==> src/rtl/tmr_bus_pkg.sv <==
package tmr_bus_pkg;

  typedef enum logic [1:0] {
    ACC_LATCH = 2'b00,
    ACC_LO    = 2'b01,
    ACC_HI    = 2'b10,
    ACC_BOTH  = 2'b11
  } acc_e;

  localparam logic [1:0] SEL_RDBK = 2'b11;

  // Fold the don't-care top bit of the periodic modes onto 0.
  function automatic logic [2:0] norm_mode(input logic [2:0] raw);
    if (raw[1]) return {1'b0, raw[1:0]};
    return raw;
  endfunction

endpackage

==> src/rtl/tmr_bus_sync.sv <==
module tmr_bus_sync #(
  parameter int AW          = 2,
  parameter int DW          = 8,
  parameter int SYNC_STAGES = 2
) (
  input  logic          clk,
  input  logic          rst,
  input  logic          cs_n,
  input  logic          rd_n,
  input  logic          wr_n,
  input  logic [AW-1:0] addr,
  input  logic [DW-1:0] din,
  output logic          wr_evt,
  output logic          rd_evt,
  output logic          rd_act,
  output logic [AW-1:0] evt_addr,
  output logic [DW-1:0] evt_data,
  output logic [AW-1:0] cur_addr
);
  localparam int W = 3 + AW + DW;
  localparam logic [W-1:0] IDLE = {3'b111, {(AW + DW){1'b0}}};

  logic [W-1:0] pipe [SYNC_STAGES+1];
  logic [W-1:0] last, prev;

  always_ff @(posedge clk) begin
    if (rst) begin
      for (int k = 0; k <= SYNC_STAGES; k++) pipe[k] <= IDLE;
    end else begin
      pipe[0] <= {cs_n, rd_n, wr_n, addr, din};
      for (int k = 1; k <= SYNC_STAGES; k++) pipe[k] <= pipe[k-1];
    end
  end

  assign last = pipe[SYNC_STAGES-1];
  assign prev = pipe[SYNC_STAGES];

  assign wr_evt   = last[W-3] & ~prev[W-3] & ~prev[W-1];
  assign rd_evt   = last[W-2] & ~prev[W-2] & ~prev[W-1];
  assign rd_act   = ~last[W-1] & ~last[W-2];
  assign evt_addr = prev[AW+DW-1:DW];
  assign evt_data = prev[DW-1:0];
  assign cur_addr = last[AW+DW-1:DW];
endmodule

==> src/rtl/tmr_cmd_decode.sv <==
module tmr_cmd_decode
  import tmr_bus_pkg::*;
#(
  parameter int NCH = 3,
  parameter int AW  = 2,
  parameter int DW  = 8
) (
  input  logic           clk,
  input  logic           rst,
  input  logic           wr_evt,
  input  logic           rd_evt,
  input  logic [AW-1:0]  evt_addr,
  input  logic [DW-1:0]  evt_data,
  output logic [NCH-1:0] prog_stb,
  output logic [NCH-1:0] latch_stb,
  output logic [NCH-1:0] load_stb,
  output logic [NCH-1:0] rd_stb,
  output logic           rdbk_stb,
  output logic [DW-1:0]  cmd_byte,
  output logic [1:0]     cfg_rw,
  output logic [2:0]     cfg_mode,
  output logic           cfg_bcd
);
  localparam logic [AW-1:0] CTRL_ADDR = {AW{1'b1}};

  logic [1:0] sel;
  acc_e       acc;
  assign sel = evt_data[DW-1:DW-2];
  assign acc = acc_e'(evt_data[DW-3:DW-4]);

  always_ff @(posedge clk) begin
    if (rst) begin
      prog_stb  <= '0;
      latch_stb <= '0;
      load_stb  <= '0;
      rd_stb    <= '0;
      rdbk_stb  <= 1'b0;
      cmd_byte  <= '0;
      cfg_rw    <= '0;
      cfg_mode  <= '0;
      cfg_bcd   <= 1'b0;
    end else begin
      prog_stb  <= '0;
      latch_stb <= '0;
      load_stb  <= '0;
      rd_stb    <= '0;
      rdbk_stb  <= 1'b0;
      if (wr_evt) begin
        cmd_byte <= evt_data;
        if (evt_addr == CTRL_ADDR) begin
          if (sel == SEL_RDBK) begin
            rdbk_stb <= 1'b1;
          end else begin
            for (int i = 0; i < NCH; i++) begin
              if (int'(sel) == i) begin
                if (acc == ACC_LATCH) begin
                  latch_stb[i] <= 1'b1;
                end else begin
                  prog_stb[i] <= 1'b1;
                  cfg_rw      <= acc;
                  cfg_mode    <= norm_mode(evt_data[3:1]);
                  cfg_bcd     <= evt_data[0];
                end
              end
            end
          end
        end else begin
          for (int i = 0; i < NCH; i++)
            if (int'(evt_addr) == i) load_stb[i] <= 1'b1;
        end
      end
      if (rd_evt) begin
        for (int i = 0; i < NCH; i++)
          if (int'(evt_addr) == i) rd_stb[i] <= 1'b1;
      end
    end
  end
endmodule

==> src/rtl/tmr_read_steer.sv <==
module tmr_read_steer #(
  parameter int NCH = 3,
  parameter int AW  = 2,
  parameter int DW  = 8
) (
  input  logic             clk,
  input  logic             rst,
  input  logic             rd_act,
  input  logic [AW-1:0]    cur_addr,
  input  logic [NCH*DW-1:0] ch_rdata,
  output logic [DW-1:0]    dout,
  output logic             dout_oe
);
  logic [DW-1:0] pick;

  always_comb begin
    pick = '0;
    for (int i = 0; i < NCH; i++)
      if (int'(cur_addr) == i) pick = ch_rdata[i*DW +: DW];
  end

  always_ff @(posedge clk) begin
    if (rst) begin
      dout    <= '0;
      dout_oe <= 1'b0;
    end else begin
      dout    <= pick;
      dout_oe <= rd_act;
    end
  end
endmodule

==> src/rtl/tmr_bus_decoder.sv <==
module tmr_bus_decoder #(
  parameter int NCH         = 3,
  parameter int AW          = 2,
  parameter int DW          = 8,
  parameter int SYNC_STAGES = 2
) (
  input  logic              clk,
  input  logic              rst,
  input  logic              cs_n,
  input  logic              rd_n,
  input  logic              wr_n,
  input  logic [AW-1:0]     addr,
  input  logic [DW-1:0]     din,
  input  logic [NCH*DW-1:0] ch_rdata,
  output logic [DW-1:0]     dout,
  output logic              dout_oe,
  output logic [NCH-1:0]    prog_stb,
  output logic [NCH-1:0]    latch_stb,
  output logic [NCH-1:0]    load_stb,
  output logic [NCH-1:0]    rd_stb,
  output logic              rdbk_stb,
  output logic [DW-1:0]     cmd_byte,
  output logic [1:0]        cfg_rw,
  output logic [2:0]        cfg_mode,
  output logic              cfg_bcd
);
  logic          wr_evt, rd_evt, rd_act;
  logic [AW-1:0] evt_addr, cur_addr;
  logic [DW-1:0] evt_data;

  tmr_bus_sync #(.AW(AW), .DW(DW), .SYNC_STAGES(SYNC_STAGES)) u_sync (
    .clk(clk), .rst(rst), .cs_n(cs_n), .rd_n(rd_n), .wr_n(wr_n),
    .addr(addr), .din(din), .wr_evt(wr_evt), .rd_evt(rd_evt),
    .rd_act(rd_act), .evt_addr(evt_addr), .evt_data(evt_data),
    .cur_addr(cur_addr)
  );

  tmr_cmd_decode #(.NCH(NCH), .AW(AW), .DW(DW)) u_dec (
    .clk(clk), .rst(rst), .wr_evt(wr_evt), .rd_evt(rd_evt),
    .evt_addr(evt_addr), .evt_data(evt_data),
    .prog_stb(prog_stb), .latch_stb(latch_stb), .load_stb(load_stb),
    .rd_stb(rd_stb), .rdbk_stb(rdbk_stb), .cmd_byte(cmd_byte),
    .cfg_rw(cfg_rw), .cfg_mode(cfg_mode), .cfg_bcd(cfg_bcd)
  );

  tmr_read_steer #(.NCH(NCH), .AW(AW), .DW(DW)) u_rd (
    .clk(clk), .rst(rst), .rd_act(rd_act), .cur_addr(cur_addr),
    .ch_rdata(ch_rdata), .dout(dout), .dout_oe(dout_oe)
  );
endmodule

==> config.mk <==
export PLATFORM = sky130hd
export DESIGN_NAME = tmr_bus_decoder
export DESIGN_NICKNAME = d
export VERILOG_FILES = /design/src/rtl/tmr_bus_pkg.sv /design/src/rtl/tmr_bus_sync.sv /design/src/rtl/tmr_cmd_decode.sv /design/src/rtl/tmr_read_steer.sv /design/src/rtl/tmr_bus_decoder.sv
export SDC_FILE = /design/constraint.sdc
export NUM_CORES = 1
export LEC_CHECK = 0
export ABC_AREA = 0
export BUFFER_PORTS_ARGS = -buffer_cell sky130_fd_sc_hd__buf_4
export CAP_MARGIN = 20
export CORE_AREA = 2 2 62 88
export DETAILED_ROUTE_END_ITERATION = 16
export DIE_AREA = 0 0 64 90
export MAX_ROUTING_LAYER = met4
export PLACE_DENSITY = 0.77
export SYNTH_ARGS = -nofsm -noshare
export SYNTH_HDL_FRONTEND = slang
export SYNTH_SLANG_ARGS = --single-unit
==> constraint.sdc <==
create_clock -name clk -period 3.4 [get_ports clk]
set_input_delay 0.51 -clock clk [delete_from_list [all_inputs] [get_ports clk]]
set_output_delay 0.51 -clock clk [all_outputs]
set_load 0.01 [all_outputs]
# Yosys cells after proc, flatten, opt, wreduce, memory -nomap -nowiden
# Memory sizes are Yosys's and may differ from the RTL's.
# Cells that the tools add are included.
word_totals:
  reg_bits: 36
  ram_bits: 39
  wordCells: 109
  n_memories: 1
classes:
  eq_ne: 8
  mux: 54
  bitwise_logic: 20
  reduce_logical: 11
mem_list:
  columns: ["name", "words", "width", "rd", "rd_clocked_by_memory_dff", "wr", "line", "text"]
  rows:
  - ["u_sync.pipe", 3, 13, 3, 0, 3, "tmr_bus_sync.sv:23", "logic [W-1:0] pipe [SYNC_STAGES+1];"]
op_table:
  columns: ["cell", "count"]
  rows:
  - ["13-bit 2-to-1 mux", 3]
  - ["1-bit 2-to-1 mux", 32]
  - ["3-bit 2-to-1 mux", 10]
  - ["8-bit 2-to-1 mux", 3]
  - ["2-bit == test, second input constant", 8]
  - ["5-bit OR reduction", 3]
  - ["2-bit 2-to-1 mux", 6]
  - ["1-bit NOT", 12]
  - ["2-bit logical NOT", 4]
  - ["3-bit OR reduction", 2]
  - ["1-bit bitwise AND", 5]
  - ["1-bit OR", 3]
  - ["3-bit AND reduction", 1]
  - ["2-bit OR reduction", 1]

# Logic depth before layout (Yosys ltp)
# Gate-level depths: netlist of run 1.
depth:
  word_depth: 14
  mapped_depth: 5
  mapped_depth_nobuf: 3

# Modules after synthesis
# Synthesis of run 1 repeated with hierarchy kept, for this count alone.
unflattened:
  cells_unflattened: 239
  area_unflattened_um2: 2544.9
modules_own_cells:
  columns: ["mod", "n_inst", "cells_each", "area_each_um2", "seq_area_each_um2"]
  rows:
  - ["tmr_bus_sync", 1, 97, 1168.6, 780.7]
  - ["tmr_cmd_decode", 1, 95, 938.4, 540.5]
  - ["tmr_read_steer", 1, 47, 437.9, 180.2]

# Worst setup path before layout of run 1
# OpenSTA, ideal clock, no wires.
synth_path:
  path_kind: "input -> register"
  start: "in rst"
  end: "reg u_dec.cmd_byte[0]"
  arrival_time_ps: 1382
  slack_ps: 1886
  stages: 4
  n_path_buf: 3
  path_cell_list: "clkbuf_1 > clkbuf_1 > clkbuf_1 > a21oi_1"
synth_lines:
  columns: ["element", "line", "text"]
  rows:
  - ["from (decl)", "tmr_bus_decoder.sv:8", "input logic rst,"]
  - ["to (signal assigned)", "tmr_cmd_decode.sv:49", "cmd_byte <= evt_data;"]
  - ["to (decl)", "tmr_cmd_decode.sv:19", "output logic [DW-1:0] cmd_byte,"]
# No word-level cell between the ends.

==> results.md, run 1 <==
- # fillers: 415
- Synth Instances: 230
- R2R Setup Slk: 1630 ps
- Total I/O pin count: 75
- Pwr dens: 507 nW/µm²
- Antenna violations before repair: 0
- Routed length per placed instance: around 12 µm
- Critical path's largest stage delay: 610 ps
- Post-route setup TNS: 0 ps
- Global-route wire length before repair: 7.25 mm
- Final worst-path cycle share: 0.520
- Die Ht: 90 µm
- Max-cap violation count: 0
- NetSw: 322 µW
- Worst VDD drop: between 0.3 and 0.4 mV
- Syn_nets: 269
- R2R depth: 3
- Sequential Power Share: 0.562
- DRT Wirelength: roughly 4.4 mm
- Max stage delay cell, worst path: or3b_1
- RSZ-0062 raised after global routing: no
- Layout cell share with drive strength beyond 1: 0.360
- Final hold violation count: 0
- Critical Path RT: 3670 ps
- Die ar.: 5760 µm²
- CP Capture Type: register
- Mapped cell area: 2430 µm²
- ANT nets after route: 0
- Fin crit period: 1770 ps
- Pin count of the biggest net entering global routing: 75
- Initial core utilization: 0.485
- Via count: 1758
- CTS tree: built
- Placed Area: around 3000 µm²
- Mean post-synth cell area: 10.6 µm²
- DR pass1 iterations: 4
- Nets: 342
- F_max: 566 MHz
- Cts repair resizes: 0
- Comb pwr share: 0.058
- Drc violations: 0
- Worst slew pin tran: between 600 and 700 ps
- Vias in the first global route: 1646
- ANT cells: 0
- Sw frac: 0.198
- Synthesized flop and latch total: 75
- R2R Path Start: u_sync.pipe[0][23]
- Global router's overall resource usage: 0.172
- Pint: 1310 µW
- Core area: around 5000 µm²
- Vias per cell: roughly 4.7
- Final setup skew: just under 5 ps
- P&R area growth vs syn: 32.4%
- Die W: 64 µm
- Worst path cell trace: or3b_1 -> nor4b_4 -> mux2i_1
- Dpl hpwl: 3.20 mm
- Max_slew headroom: 0.576
- Max Slew Vio Count: 0
- Clk network pwr share: 0.380
- Critical path peak fanout: 14
- Hold crit path type: in2reg
- Post-CTS setup buffer count: 0
- Final Setup Violations: 0
- Leakage power: 0.00134 µW
- CTS Hold Buffers Added: 0
- H-tree Lvls: 3
- Clock Tree Root: clkbuf_8
- Outcome: finished, final reports clean
- Final Cell Area: 3210 µm²
- Clock transition at the registers of the reported paths: 70 ps
- Critical path class: reg2reg
- Critical Path AT: around 2000 ps
- Placer congestion estimate: approximately 0.79
- FP Rows: 31
- Total gr overflow: 0
- CP Launch Type: register
- Synth unique cells: 25
- Detailed Route Iter0 Violations: 86
- CP Launch Point: u_sync.pipe[0][23]
- Clk_lat worst skew: roughly 330 ps
- Pre-CTS setup slack: between 1000 and 1500 ps
- Clock net sink count: 75
- Sequential area share after synthesis: 0.618
- Ys Warns: 0
- Setup WS post-layout: approximately 1600 ps
- CTS Buf Count: 9
- PortBufs: 74
- CTS Buffer Depth: 2
flip-flops by register name (all words and copies together), names as in the netlist, named ones only:
signal and count:
u_dec.rd_stb 3, u_rd.dout_oe 1, u_rd.dout 8, u_sync.pipe 39, u_dec.prog_stb 3, u_dec.cmd_byte 8, u_dec.latch_stb 3, u_dec.load_stb 3
u_dec.rdbk_stb 1
per-layer routing:
| metal | wire (µm) | track usage | up-vias |
|---|---|---|---|
| li1 | - | - | 896 |
| met1 | 1670 | 0.172 | 805 |
| met2 | 2400 | 0.283 | 43 |
| met3 | 206 | 0.0476 | 14 |
| met4 | 139 | 0.121 | 0 |
| met5 | 0 | - | - |
layout make-up:
| type | count | area [µm²] | area share |
|---|---|---|---|
| Timing Repair Buffer | 75 | 563 | 0.175 |
| Multi-Input combinational cell | 141 | 872 | 0.271 |
| Sequential cell | 75 | 1500 | 0.467 |
| Tap cell | 66 | 82.6 | 0.0257 |
| Clock buffer | 15 | 186 | 0.0580 |
| Clock inverter | 1 | 5.00 | 0.00156 |
| Inverter | 1 | 3.75 | 0.00117 |
layout by cell type, fill, tap and decap left out, types with 2 or more instances in the layout:
| cell | synthesis | routed |
|---|---|---|
| nand2b_1 | 9 | 9 |
| nor3_2 | 2 | 2 |
| nand4_1 | 2 | 2 |
| nor3_1 | 4 | 4 |
| a21oi_1 | 16 | 16 |
| or2_2 | 17 | 17 |
| nor2_1 | 5 | 5 |
| buf_4 | 0 | 74 |
| and3_1 | 2 | 2 |
| dfxtp_1 | 75 | 75 |
| mux2i_1 | 12 | 12 |
| nor4_1 | 3 | 3 |
| o2bb2ai_1 | 2 | 2 |
| clkbuf_1 | 11 | 2 |
| nand2_1 | 26 | 26 |
| nor2b_1 | 33 | 33 |
| clkbuf_8 | 0 | 13 |
worst min-delay path by stage:
stage / start / endpoint / slack (ps) / cells after the start
floorplan: u_sync.pipe[0][10] / u_sync.pipe[0][23] / 390 / 1
global placement: u_sync.pipe[0][11] / u_sync.pipe[0][24] / 390 / 1
detailed placement: u_sync.pipe[0][12] / u_sync.pipe[0][25] / 400 / 1
CTS: wr_n / u_sync.pipe[0][10] / 340 / 2
global route: wr_n / u_sync.pipe[0][10] / 350 / 2
finish: wr_n / u_sync.pipe[0][10] / 360 / 2
critical path: cells and delay by family (launching register included):
kind	cells	cell delay [ps]
simple gates	2	1130
mux	1	220
flops	1	350
logic make-up after synthesis:
group | synth area share
mux | 0.0495
flops | 0.618
buf+inv | 0.0227
simple gates | 0.269
compound gates | 0.0402
metrics by stage:
stage | total power (µW) | utilization | hold slack [ps] | cells
2_1_floorplan | 979 | - | 389 | 230
3_3_place_gp | 1030 | 0.603 | 393 | 357
3_5_place_dp | 1030 | 0.603 | 400 | 357
4_1_cts | 1650 | 0.641 | 342 | 373
5_1_grt | 1700 | 0.642 | 350 | 374
6_report | 1630 | 0.642 | 356 | 374
cell usage after synthesis, drive strengths merged:
master   instances  share of area
nor4             3         0.0077
mux2i           12          0.049
nor4b            1         0.0098
nor2             5         0.0077
dfxtp           75           0.62
a21oi           16          0.033
or3b             2         0.0072
nand4            2         0.0052
clkbuf          11          0.017
inv              1         0.0015
or4              1         0.0046
nand2           26          0.040
nor2b           33          0.085
and2             1         0.0026
nor3b            1         0.0031
nand2b           9          0.023
o2bb2ai          2         0.0072
or2             17          0.044
or4b             1         0.0041
nor3             6          0.016
nand4b           1         0.0036
and3             2         0.0052
buf              2         0.0041
power groups by stage:
stage                     registers [µW]  clock network, µW  logic [µW]
final                                916                620        94.3
after global routing                 918                679         103
after CTS                            916                637        95.5
after detailed placement             935                  0        95.5
after global placement               934                  0        93.7
after floorplan                      934                  0        45.1
No activity file was read; power rests on OpenSTA's default activity.
==> inputs of run 2 (changes only) <==
--- a/config.mk
+++ b/config.mk
@@ -8,11 +8,11 @@
 export ABC_AREA = 0
 export BUFFER_PORTS_ARGS = -buffer_cell sky130_fd_sc_hd__buf_4
 export CAP_MARGIN = 20
-export CORE_AREA = 2 2 62 88
+export CORE_AREA = 2 2 63 89
 export DETAILED_ROUTE_END_ITERATION = 16
-export DIE_AREA = 0 0 64 90
+export DIE_AREA = 0 0 65 91
 export MAX_ROUTING_LAYER = met4
-export PLACE_DENSITY = 0.77
+export PLACE_DENSITY = 0.75
 export SYNTH_ARGS = -nofsm -noshare
 export SYNTH_HDL_FRONTEND = slang
 export SYNTH_SLANG_ARGS = --single-unit
==> constraint.sdc (replaced) <==
create_clock -name clk -period 1.8 [get_ports clk]
set_input_delay 0.27 -clock clk [delete_from_list [all_inputs] [get_ports clk]]
set_output_delay 0.27 -clock clk [all_outputs]
set_load 0.01 [all_outputs]
==> results.md, run 2 (synthesis results as in run 1) <==
- Total I/O pin count: 75
- Critical path class: reg2reg
- CP Launch Type: register
- Post-CTS setup buffer count: 0
- Initial core utilization: 0.478
- CP Capture Type: register
- Clock net sink count: 75
- Clk_lat worst skew: 340 ps
- Pwr dens: 1000 nW/µm²
- Max reg flops: 39
- Final setup skew: 7.63 ps
- DR pass1 iterations: 4
- Vias in the first global route: 1572
- Leakage power: around 0.0014 µW
- Clk network pwr share: 0.416
- Drc violations: 0
- Final Setup Violations: 0
- Cts repair resizes: 0
- PortBufs: 74
- Dpl hpwl: about 3.2 mm
- Routed length per placed instance: 12.0 µm
- Die Ht: 91 µm
- CTS Hold Buffers Added: 0
- Most common cell after layout, fill and taps aside: buf_4
- P&R area growth vs syn: 34.3%
- F_max: 609 MHz
- FP Rows: 31
- Nets: 345
- ANT cells: 0
- Final hold violation count: 0
- Max_slew headroom: 0.619
- Die ar.: 5920 µm²
- Max-cap violation count: 0
- Antenna violations before repair: 0
- CTS tree: built
- Clock transition at the registers of the reported paths: 70 ps
- H-tree Lvls: 3
- Biggest regs: u_sync.pipe: 39 flops, u_dec.cmd_byte: 8 flops, u_rd.dout: 8 flops
- Biggest register: u_sync.pipe
- Worst VDD drop: 0.633 mV
- Sw frac: 0.207
- Global router's overall resource usage: 0.165
- CTS Buffer Depth: 2
- Detailed Route Iter0 Violations: 76
- ANT nets after route: 0
- Worst slew pin tran: 570 ps
- Via count: 1737
- Global-route wire length before repair: about 7 mm
- Hold crit path type: in2reg
- Placer congestion estimate: around 0.8
- Sequential Power Share: 0.528
- NetSw: ~680 µW
- DP Cell Count: 361
- Final non-filler cell total: 377
- Pin count of the biggest net entering global routing: slightly above 40
- CTS Buf Count: 9
- Core Util, Final: 0.642
- Layout cell share with drive strength beyond 1: 0.373
- Outcome: finished, final reports clean
- Comb pwr share: 0.055
- Die W: 65 µm
- Clock Tree Root: clkbuf_8
- Final worst-path cycle share: 0.912
- Critical path peak fanout: 8
- Max Slew Vio Count: 0
- Post-route setup TNS: 0 ps
- Vias per cell: 4.61
- Fin crit period: between 1500 and 2000 ps
- Critical Path RT: roughly 2100 ps
- Total gr overflow: 0
- # fillers: about 430
- RSZ-0062 raised after global routing: no
- DRT Wirelength: 4.52 mm
- Core area: 5080 µm²
- Pint: approximately 2600 µW
- Critical Path AT: roughly 1900 ps
- Most frequent cells in the layout: 78 x buf_4, 75 x dfxtp_1, 33 x nor2b_1, 26 x nand2_1, 17 x or2_2
## run 2: cell types whose count changed in the layout (fill, tap and decap cells not counted), sizes merged
cell      previous run  this run
buf                 74        78
bufinv               0         2
clkbuf              16         9
clkinvlp             0         3
clkinv               1         2
## run 2: per-layer routing
| layer | routed length (µm) | GRT usage |
|---|---|---|
| met1 | 1790 | 0.174 |
| met5 | 0 | - |
| met3 | 196 | 0.0434 |
| met2 | 2420 | 0.268 |
| met4 | 121 | 0.106 |
## run 2: area by class of cell
type,instances,area [µm²],share of cell area
tap,66,82.6,0.0253
clock buffer,9,124,0.0380
sequential,75,1500,0.460
clock inverter,7,92.6,0.0284
timing repair buffer,78,586,0.180
inverter,1,3.75,0.00115
multi-input combinational,141,872,0.267
## run 2: stage by stage
step                      area [µm²]  setup WS [ps]  hold slack [ps]  power, µW
after floorplan                 2430            338              374       1850
after global placement          3050            214              393       1940
after detailed placement        3050            151              400       1950
after CTS                       3260            141             99.0       3300
after global routing            3260           94.0              102       3390
final                           3260            158              111       3270
## run 2: power by group through the flow
stage	Sequential, µW	Clock, µW	Combinational [µW]
2_1_floorplan	1760	0	85.3
3_3_place_gp	1760	0	180
3_5_place_dp	1770	0	183
4_1_cts	1730	1390	184
5_1_grt	1730	1460	199
6_report	1730	1360	181
## run 2: final timing paths
check / startpoint / endpoint / cells past startpoint / slack, ps
worst max-delay path: u_sync.pipe[0][36] / register / 3 / 160
worst max register to register: u_sync.pipe[0][36] / register / 3 / 160
worst min register to register: u_sync.pipe[0][12] / u_sync.pipe[0][25] / 1 / 410
worst min-delay path: rd_n / u_sync.pipe[0][11] / 2 / 110
## run 2: worst max-delay path, cell delays in order, from the launching register on
cell     delay, ps
dfxtp_1        310
or3b_1         540
nor4b_4        490
mux2i_1        230
==> inputs of run 3 (changes only) <==
--- a/config.mk
+++ b/config.mk
@@ -8,11 +8,12 @@
 export ABC_AREA = 0
 export BUFFER_PORTS_ARGS = -buffer_cell sky130_fd_sc_hd__buf_4
 export CAP_MARGIN = 20
-export CORE_AREA = 2 2 63 89
+export CORE_AREA = 2 2 64 90
 export DETAILED_ROUTE_END_ITERATION = 16
-export DIE_AREA = 0 0 65 91
+export DIE_AREA = 0 0 66 92
 export MAX_ROUTING_LAYER = met4
 export PLACE_DENSITY = 0.75
 export SYNTH_ARGS = -nofsm -noshare
 export SYNTH_HDL_FRONTEND = slang
+export SYNTH_HIERARCHICAL = 1
 export SYNTH_SLANG_ARGS = --single-unit
==> results.md, run 3 <==
- Critical path's largest stage delay: 510 ps
- Most used DFF post-synth: dfxtp_1
- Max reg flops: 39
- Mapped cell area: 2540 µm²
- CP Launch Type: register
- Critical path's top delay family: simple AND/OR/NAND/NOR gates
- Clock transition at the registers of the reported paths: 70 ps
- Worst path cell trace: nor3b_2 -> buf_4 -> or4b_4 -> nor4_1
- Global router's overall resource usage: 0.147
- Post-Synth Simple-Gate Area: 0.230
- Vias per cell: 4.70
- Most common library cells after synthesis: 75 x dfxtp_1, 37 x nor2b_1, 16 x a211oi_1
- Vias in the first global route: 1531
- Most common cell after layout, fill and taps aside: buf_4
- Clock net sink count: 75
- Max_slew headroom: 0.561
- Outcome: finished, final reports clean
- Post-synth ARST share: 0
- Mean post-synth cell area: 10.6 µm²
- CTS Buf Count: 9
- Clk network pwr share: 0.424
- Biggest register: u_sync/pipe
- CTS Buffer Depth: 2
- Pwr dens: about 1000 nW/µm²
- Pre-CTS setup slack: just under 300 ps
- Pin count of the biggest net entering global routing: 42
- Post-synthesis mux area share: 0.0197
- DRT Wirelength: 4.19 mm
- Largest family of logic cells by synthesized area: simple AND/OR/NAND/NOR gates
- Synth unique cells: 31
- Synthesized flop and latch total: 75
- Global-route wire length before repair: 6.49 mm
- Top cell type's share of synthesized area: 0.590
- Final setup skew: 7.51 ps
- H-tree Lvls: 3
- Dominant cells by area after synthesis: dfxtp_1 59%, nor2b_1 9.1%, a211oi_1 4.7%
- Fin Hold WS: 115 ps
- Drc violations: 0
- Nets: roughly 340
- Core Util, Final: 0.609
- CTS Hold Buffers Added: 0
- FP Rows: 32
- Power, Total: between 3000 and 4000 µW
- Routed length per placed instance: 11.2 µm
- Critical Path AT: 1800 ps
- Worst slew pin tran: between 600 and 700 ps
- Setup WS post-layout: 218 ps
- CTS tree: built
- Biggest regs: u_sync/pipe: 39 flops, u_dec/cmd_byte: 8 flops, u_rd/dout: 8 flops
- Worst VDD drop: between 0.5 and 0.6 mV
- Cts repair resizes: 0
- Max-cap violation count: 0
- Via count: 1761
- ANT nets after route: 0
- DR pass1 iterations: 4
- Max Slew Vio Count: 0
- Antenna violations before repair: 0
- Post-synthesis compound-gate area fraction: 0.0905
- Hold crit path type: in2reg
- Core area: about 5400 µm²
- Placer congestion estimate: 0.835
- # fillers: 482
- Sequential Power Share: 0.522
- Comb pwr share: 0.053
- F_max: 632 MHz
- Post-route setup TNS: 0 ps
- Die Ht: 92 µm
- Pint: 2670 µW
- NetSw: 649 µW
- Die W: approximately 66 µm
- Synth area leader: dfxtp_1
- Most frequent cells in the layout: 77 x buf_4, 75 x dfxtp_1, 37 x nor2b_1, 16 x a211oi_1, 12 x nor2_1
- P&R area growth vs syn: 28.5%
- Critical Path RT: about 2000 ps
- Die ar.: a little over 6000 µm²
- Leakage power: 0.00138 µW
- Initial core utilization: 0.474
- Critical path peak fanout: 15
- ANT cells: 0
- CP Buf/Inv Count: 1
- Total I/O pin count: 75
- Detailed Route Iter0 Violations: 89
- Max stage delay cell, worst path: or4b_4
- Syn_nets: 278
- Final hold violation count: 0
- Final Setup Violations: 0
- Clock Tree Root: clkbuf_8
- Number of enable flip-flop cells after synthesis: 0
- PortBufs: 74
- Most frequent cell after synthesis: dfxtp_1
- Post-Synth Adder-Cell Area: 0
- CP Capture Type: register
- Synth Instances: 239
- Total gr overflow: 0
- Layout cell share with drive strength beyond 1: 0.319
- Clk_lat worst skew: 330 ps
- Critical path class: reg2reg
- Ys Warns: 6
- Fin crit period: ~1600 ps
- Sequential area share after synthesis: 0.590
- Post-CTS setup buffer count: 0
- Final worst-path cycle share: 0.879
- Dpl hpwl: 3.00 mm
- Sw frac: 0.196
- RSZ-0062 raised after global routing: no
- Post-Synth XOR/XNOR Area: 0
==> run 3: changes by cell type after synthesis, sizes merged, moves of 4 or more <==
cell / previous run / this run
a211oi: 0 / 16
a21oi: 16 / 7
buf: 2 / 20
clkbuf: 11 / 5
mux2i: 12 / 5
nand2: 26 / 7
nand3: 0 / 4
nor2: 5 / 12
nor2b: 33 / 37
o31ai: 0 / 4
or2: 17 / 9
==> run 3: cell type report <==
class | instances | area, µm² | area share
clock buffers | 11 | 151 | 0.0463
clock inverters | 5 | 75.1 | 0.0230
well taps | 68 | 85.1 | 0.0260
inverters | 2 | 7.51 | 0.00230
multi-input cells | 137 | 871 | 0.266
flip-flops and latches | 75 | 1500 | 0.459
repair buffers | 77 | 578 | 0.177
==> run 3: cells by family after synthesis <==
logic type	count (synthesis)
AND/OR/NAND/NOR	100
multiplexers	5
AO/OA/AOI/OAI	32
buffers and inverters	27
flip-flops	75
==> run 3: worst paths after layout <==
path	startpoint	endpoint	slack [ps]	depth (start not counted)
setup / recovery	u_sync/pipe[0][38]	u_dec/latch_stb[0]	220	4
hold reg to reg	u_sync/pipe[0][11]	u_sync/pipe[0][24]	410	1
setup reg to reg	u_sync/pipe[0][38]	u_dec/latch_stb[0]	220	4
hold / removal	wr_n	u_sync/pipe[0][10]	120	2
==> run 3: through the flow <==
step	instance area [µm²]	instances
4_1_cts	3270	375
2_1_floorplan	2540	239
3_5_place_dp	3040	359
5_1_grt	3270	375
3_3_place_gp	3040	359
6_report	3270	375
==> run 3: per-layer routing <==
layer  GRT usage  routed length, µm  vias to the layer above
met3      0.0540                212                        6
met4      0.0765                 82                        0
met5           -                  0                        -
met2       0.258               2230                       52
li1            -                  -                      911
met1       0.136               1660                      792
==> run 3: power groups by stage <==
stage	Combinational, µW	Sequential (µW)	Clock, µW
after detailed placement	179	1770	0
after CTS	179	1730	1440
final	176	1730	1410
after floorplan	105	1760	0
after global routing	196	1740	1510
after global placement	176	1770	0
